<file path="config.mk">
export PLATFORM = sky130hd
export DESIGN_NAME = ratio_split
export DESIGN_NICKNAME = d
export VERILOG_FILES = /design/src/rtl/rsplit_pkg.sv /design/src/rtl/rsplit_clamp.sv /design/src/rtl/rsplit_probe.sv /design/src/rtl/rsplit_ctrl.sv /design/src/rtl/ratio_split.sv
export SDC_FILE = /design/constraint.sdc
export NUM_CORES = 1
export LEC_CHECK = 0
export ABC_AREA = 1
export BUFFER_PORTS_ARGS = -buffer_cell sky130_fd_sc_hd__buf_4
export CAP_MARGIN = 10
export CORE_ASPECT_RATIO = 1.75
export CORE_UTILIZATION = 53
export CTS_CLUSTER_SIZE = 25
export DETAILED_ROUTE_END_ITERATION = 8
export PLACE_DENSITY = 0.79
export SLEW_MARGIN = 25
export SYNTH_ARGS = -nofsm -noshare
export SYNTH_HDL_FRONTEND = slang
export SYNTH_SLANG_ARGS = --single-unit
</file>
<file path="constraint.sdc">
create_clock -name clk -period 4.91 [get_ports clk]
set_input_delay 1.2275 -clock clk [delete_from_list [all_inputs] [get_ports clk]]
set_output_delay 1.2275 -clock clk [all_outputs]
set_load 0.01 [all_outputs]
</file>
<file path="src/rtl/rsplit_pkg.sv">
package rsplit_pkg;
  typedef enum logic [0:0] {
    RS_IDLE   = 1'b0,
    RS_SEARCH = 1'b1
  } rs_state_t;
endpackage

</file>
<file path="src/rtl/rsplit_clamp.sv">
// Limits the incoming ratio to the largest two-stage product and flags
// the trivial requests (0 or 1) that bypass the search.
module rsplit_clamp #(
  parameter int RATIO_W = 8,
  parameter int LIMIT   = 64,
  parameter int LIMIT_W = 7
) (
  input  logic [RATIO_W-1:0] ratio,
  output logic [LIMIT_W-1:0] clamped,
  output logic               trivial
);
  logic [31:0] wide;

  always_comb begin
    wide    = 32'(ratio);
    clamped = (wide > 32'(LIMIT)) ? LIMIT_W'(LIMIT) : LIMIT_W'(wide);
    trivial = (wide <= 32'd1);
  end
endmodule

</file>
<file path="src/rtl/rsplit_probe.sv">
// Tests one candidate against the held ratio. Each candidate has its own
// constant divider, and the current candidate selects among them.
module rsplit_probe #(
  parameter int MAX_FACTOR = 8,
  parameter int LIMIT_W    = 7,
  parameter int FACT_W     = 4
) (
  input  logic [LIMIT_W-1:0] r,
  input  logic [FACT_W-1:0]  cand,
  output logic               hit,
  output logic [FACT_W-1:0]  quo
);
  logic              k_hit [2:MAX_FACTOR];
  logic [FACT_W-1:0] k_quo [2:MAX_FACTOR];

  for (genvar k = 2; k <= MAX_FACTOR; k++) begin : g_cand
    logic [LIMIT_W-1:0] q_full;
    logic [LIMIT_W-1:0] rem;
    always_comb begin
      q_full   = r / LIMIT_W'(k);
      rem      = r % LIMIT_W'(k);
      k_hit[k] = (rem == '0) && (q_full <= LIMIT_W'(MAX_FACTOR));
      k_quo[k] = FACT_W'(q_full);
    end
  end

  always_comb begin
    hit = 1'b0;
    quo = '0;
    for (int i = 2; i <= MAX_FACTOR; i++) begin
      if (cand == FACT_W'(i)) begin
        hit = k_hit[i];
        quo = k_quo[i];
      end
    end
  end
endmodule

</file>
<file path="src/rtl/rsplit_ctrl.sv">
// Sequencer: accepts a request when idle, steps the candidate once per
// clock and registers the result together with the done strobe.
module rsplit_ctrl
  import rsplit_pkg::*;
#(
  parameter int MAX_FACTOR = 8,
  parameter int LIMIT_W    = 7,
  parameter int FACT_W     = 4
) (
  input  logic               clk,
  input  logic               rst,
  input  logic               start,
  input  logic [LIMIT_W-1:0] clamped,
  input  logic               trivial,
  input  logic               probe_hit,
  input  logic [FACT_W-1:0]  probe_quo,
  output logic [LIMIT_W-1:0] r_held,
  output logic [FACT_W-1:0]  cand,
  output logic               busy,
  output logic               done,
  output logic [FACT_W-1:0]  fac_a,
  output logic [FACT_W-1:0]  fac_b,
  output logic               err
);
  rs_state_t state;

  always_ff @(posedge clk) begin
    if (rst) begin
      state  <= RS_IDLE;
      r_held <= '0;
      cand   <= '0;
      done   <= 1'b0;
      fac_a  <= '0;
      fac_b  <= '0;
      err    <= 1'b0;
    end else begin
      done <= 1'b0;
      case (state)
        RS_IDLE: begin
          if (start) begin
            if (trivial) begin
              done  <= 1'b1;
              fac_a <= FACT_W'(1);
              fac_b <= FACT_W'(1);
              err   <= 1'b0;
            end else begin
              r_held <= clamped;
              cand   <= FACT_W'(2);
              state  <= RS_SEARCH;
            end
          end
        end
        RS_SEARCH: begin
          if (probe_hit) begin
            done  <= 1'b1;
            fac_a <= probe_quo;
            fac_b <= cand;
            err   <= 1'b0;
            state <= RS_IDLE;
          end else if (cand == FACT_W'(MAX_FACTOR)) begin
            done  <= 1'b1;
            fac_a <= '0;
            fac_b <= '0;
            err   <= 1'b1;
            state <= RS_IDLE;
          end else begin
            cand <= cand + FACT_W'(1);
          end
        end
        default: state <= RS_IDLE;
      endcase
    end
  end

  assign busy = (state == RS_SEARCH);
endmodule

</file>
<file path="src/rtl/ratio_split.sv">
module ratio_split #(
  parameter int RATIO_W    = 8,
  parameter int MAX_FACTOR = 8
) (
  input  logic                              clk,
  input  logic                              rst,
  input  logic                              start,
  input  logic [RATIO_W-1:0]                ratio,
  output logic                              busy,
  output logic                              done,
  output logic [$clog2(MAX_FACTOR+1)-1:0]   fac_a,
  output logic [$clog2(MAX_FACTOR+1)-1:0]   fac_b,
  output logic                              err
);
  localparam int LIMIT   = MAX_FACTOR * MAX_FACTOR;
  localparam int LIMIT_W = $clog2(LIMIT + 1);
  localparam int FACT_W  = $clog2(MAX_FACTOR + 1);

  logic [LIMIT_W-1:0] clamped;
  logic               trivial;
  logic [LIMIT_W-1:0] r_held;
  logic [FACT_W-1:0]  cand;
  logic               probe_hit;
  logic [FACT_W-1:0]  probe_quo;

  rsplit_clamp #(
    .RATIO_W(RATIO_W), .LIMIT(LIMIT), .LIMIT_W(LIMIT_W)
  ) u_clamp (
    .ratio(ratio), .clamped(clamped), .trivial(trivial)
  );

  rsplit_probe #(
    .MAX_FACTOR(MAX_FACTOR), .LIMIT_W(LIMIT_W), .FACT_W(FACT_W)
  ) u_probe (
    .r(r_held), .cand(cand), .hit(probe_hit), .quo(probe_quo)
  );

  rsplit_ctrl #(
    .MAX_FACTOR(MAX_FACTOR), .LIMIT_W(LIMIT_W), .FACT_W(FACT_W)
  ) u_ctrl (
    .clk(clk), .rst(rst), .start(start),
    .clamped(clamped), .trivial(trivial),
    .probe_hit(probe_hit), .probe_quo(probe_quo),
    .r_held(r_held), .cand(cand),
    .busy(busy), .done(done),
    .fac_a(fac_a), .fac_b(fac_b), .err(err)
  );
endmodule

</file>
==> reports/metrics.cfg <==
[detailed_routing]
vias = 3125
drtPass1Iterations = 5
drt-total-wl_um = 7742
wl_per_cell_um = 14.44
drtIter0Drc = 125
route.detailed.drc = 0
ant_nets = 0
vias_per_cell = 5.830

[clocking]
cts.sinks = 22
cts_resized = 0
cts_max_path_buffers = 2
numCtsBuffers = 3
h-tree-depth = 1
clock_latency_ns = 0.26
cts_tree = done
ctsHoldBuffers = 0
cts_root_buf = clkbuf_8
clk_pin_slew_worst_paths_ns = 0.08
cts_setup_buffers = 0

[yosys]
synth_cell_type_count = 44
async_reset_ff_frac = 0
syn_inst = 467
syn_area_per_cell_um2 = 5.977
synth_edf_count = 0
syn_nets = 491
synth_ff_type = dfxtp_1
yosysSeqAreaShare = 0.1578
ys_ff_latch = 22
synth_warnings = 0
syn-cell-area_um2 = 2791

[die]
coreArea_um2 = 5020
ios = 22
dieArea_um2 = 5573
rows = 34
die_x_um = 56.86
dieHeight_um = 98.01
start_util = 0.5561

[critical_path]
regToRegEndpoint = u_ctrl.err
cp_max_fo = 10
worstPathArrival_ns = 3.93
path_class = reg2reg
reg2reg_depth = 27
crit_start = u_ctrl.r_held[6]
worstSetupEndpointType = flip-flop
r2r_slack_ns = 1.14
r2r-start = u_ctrl.r_held[6]
cp.required_ns = 5.06
start_kind = flip-flop

[sta]
min_period_over_period = 0.7686
slew_violations = 0
timing.fmax_ghz = 0.2650
finClkSkew_ns = 0.004134
maxSlewHeadroom = 0.3796
hold_viol = 0
setup_viol = 0
finalCriticalPeriod_ns = 3.774
rsz0062_at_grt = false
fin_setup_tns_ns = 0
worst_pin_slew_ns = 0.9235

[grt]
grt_pass1_vias = 3084
grt_max_degree = 16
antenna_found_initial = 0
grt_pass1_wl_um = 13210
overflow = 0
grt.total_usage = 0.2939

[worst_hold_path]
whs_path_depth = 2
worstHoldEndpoint = u_ctrl.fac_b[1]
hold_class = reg2reg
hp-start = u_ctrl.fac_b[1]

[pwr]
ir_worst_vdd_mv = 0.1956
p_per_area_nw_per_um2 = 190.4
totalPowerFinal_mw = 0.5733
p_leak_nw = 1.506

[placement]
port_buffers = 21
dp_hpwl_um = 6456
dp_cells = 532
globalplace.congestion = 0.9789

[run_status]
status = finished clean

[layout]
area_growth_syn_to_layout_pct = 7.889
antenna_cells = 0
fillers = 502
final_nets = 507
drive_gt1_frac = 0.1888
stdcell_count = 536
fin_util = 0.6000

[flow_run]
drv_cap = 0

[Yosys cell counts (2+ instances only)]
master / number / area, um2
nand3_1: 64 / 320.3
buf_2: 3 / 15.01
nor3_1: 6 / 30.03
nor2_2: 6 / 37.54
nand2_4: 8 / 90.09
nor2_4: 2 / 22.52
inv_1: 53 / 198.9
inv_2: 8 / 30.03
buf_6: 3 / 33.78
o21bai_1: 2 / 15.01
o31ai_1: 3 / 22.52
nand4_1: 7 / 43.79
ha_1: 13 / 162.7
nand2_1: 120 / 450.4
o211ai_1: 2 / 15.01
dfxtp_1: 22 / 440.4
o21ai_0: 22 / 110.1
a21oi_2: 5 / 43.79
nand3_2: 2 / 20.02
a21oi_1: 18 / 90.09
nand2_2: 24 / 150.1
nor2_1: 28 / 105.1
clkinv_1: 3 / 11.26
a31oi_1: 4 / 25.02
o22ai_1: 6 / 37.54
o21ai_1: 5 / 25.02
clkbuf_1: 5 / 18.77
nand3b_1: 5 / 37.54
o221ai_1: 3 / 26.28
[metrics by stage]
stage / instance area, um2 / worst slack (ns) / hold slack [ns]
CTS: 3012 / 1.165 / 0.4769
detailed placement: 2957 / 1.175 / 0.4607
global route: 3012 / 0.8044 / 0.4934
global placement: 2957 / 1.215 / 0.4549
finish: 3012 / 1.136 / 0.4776
floorplan: 2791 / 1.887 / 0.4878
[where the power goes]
part	total, mW	internal, mW	switching [mW]
Sequential	0.201	0.185	0.0158
Clock	0.129	0.0714	0.0578
Combinational	0.243	0.0819	0.161
Total	0.573	0.338	0.235
[cells by family (layout without fill, tap and decap cells)]
group,count (synthesis),in the layout,share of synthesized area
AO/OA/AOI/OAI,76,76,0.1699
AND/OR/NAND/NOR,275,275,0.4796
flip-flops,22,22,0.1578
buffers and inverters,78,93,0.1183
adder cells (fa/ha/maj),13,13,0.05827
XOR/XNOR,3,3,0.01614
[cell type report]
| type | instances | area [um2] | area share |
|---|---|---|---|
| Multi-Input combinational cell | 367 | 2021 | 0.6710 |
| Sequential cell | 22 | 440.4 | 0.1462 |
| Inverter | 66 | 255.2 | 0.08475 |
| Timing Repair Buffer | 23 | 172.7 | 0.05733 |
| Tap cell | 54 | 67.56 | 0.02243 |
| Clock buffer | 4 | 55.05 | 0.01828 |
[metal layers]
| layer | wire length, um | vias up | global-route usage |
|---|---|---|---|
| met1 | 2906 | 1416 | 0.2877 |
| met2 | 4163 | 98 | 0.5522 |
| met5 | 0 | - | 0 |
| met3 | 233 | 36 | 0.02384 |
| met4 | 439 | 0 | 0.2195 |
| li1 | - | 1575 | - |
[worst max-delay path, cell delays in order, from the launching register on]
cell and delay (ns):
dfxtp_1 0.64, inv_6 0.10, nor2_4 0.13, nand2_2 0.11, nand2_1 0.13, nand2_2 0.07, nand2_2 0.13, nand2_1 0.10
nand2_1 0.11, nand3_1 0.19, nand3_1 0.19, nand2_1 0.09, ha_1 0.27, or2_2 0.29, nand2_1 0.07, nand3_1 0.06
nor2_1 0.10, nand2_1 0.08, nand3_1 0.07, nand2_1 0.05, inv_1 0.05, nand2_1 0.05, nand2_1 0.07, nand2_2 0.10
nand3_4 0.14, nand2_4 0.11, nand3_1 0.10, nand2_1 0.07
[cell usage in the layout (no fill, tap or decap), drive strengths merged]
master | netlist | routed
a21oi | 24 | 24
a221oi | 1 | 1
a31o | 1 | 1
a31oi | 4 | 4
buf | 7 | 23
clkbuf | 5 | 4
clkinv | 3 | 3
dfxtp | 22 | 22
ha | 13 | 13
inv | 63 | 63
nand2 | 152 | 152
nand3 | 67 | 67
nand3b | 5 | 5
nand4 | 7 | 7
nor2 | 36 | 36
nor3 | 6 | 6
nor3b | 1 | 1
o211ai | 3 | 3
o21ai | 28 | 28
o21bai | 2 | 2
o221ai | 3 | 3
o22ai | 6 | 6
o31ai | 3 | 3
o41ai | 1 | 1
or2 | 1 | 1
xnor2 | 1 | 1
xor2 | 2 | 2
[worst max-delay path by stage]
stage                                 end  cells past startpoint
final                          u_ctrl.err                     27
after global routing           u_ctrl.err                     26
after CTS                      u_ctrl.err                     27
after detailed placement  u_ctrl.fac_a[3]                     27
after global placement         u_ctrl.err                     27
after floorplan           u_ctrl.fac_a[1]                     28
[state kept, by name, indices dropped and copies added, names as in the netlist]
name and cells:
u_ctrl.fac_a 4, u_ctrl.r_held 7, u_ctrl.cand 4, u_ctrl.done 1, u_ctrl.fac_b 4, u_ctrl.err 1, u_ctrl.busy 1
(Power assumes the default switching activity.)
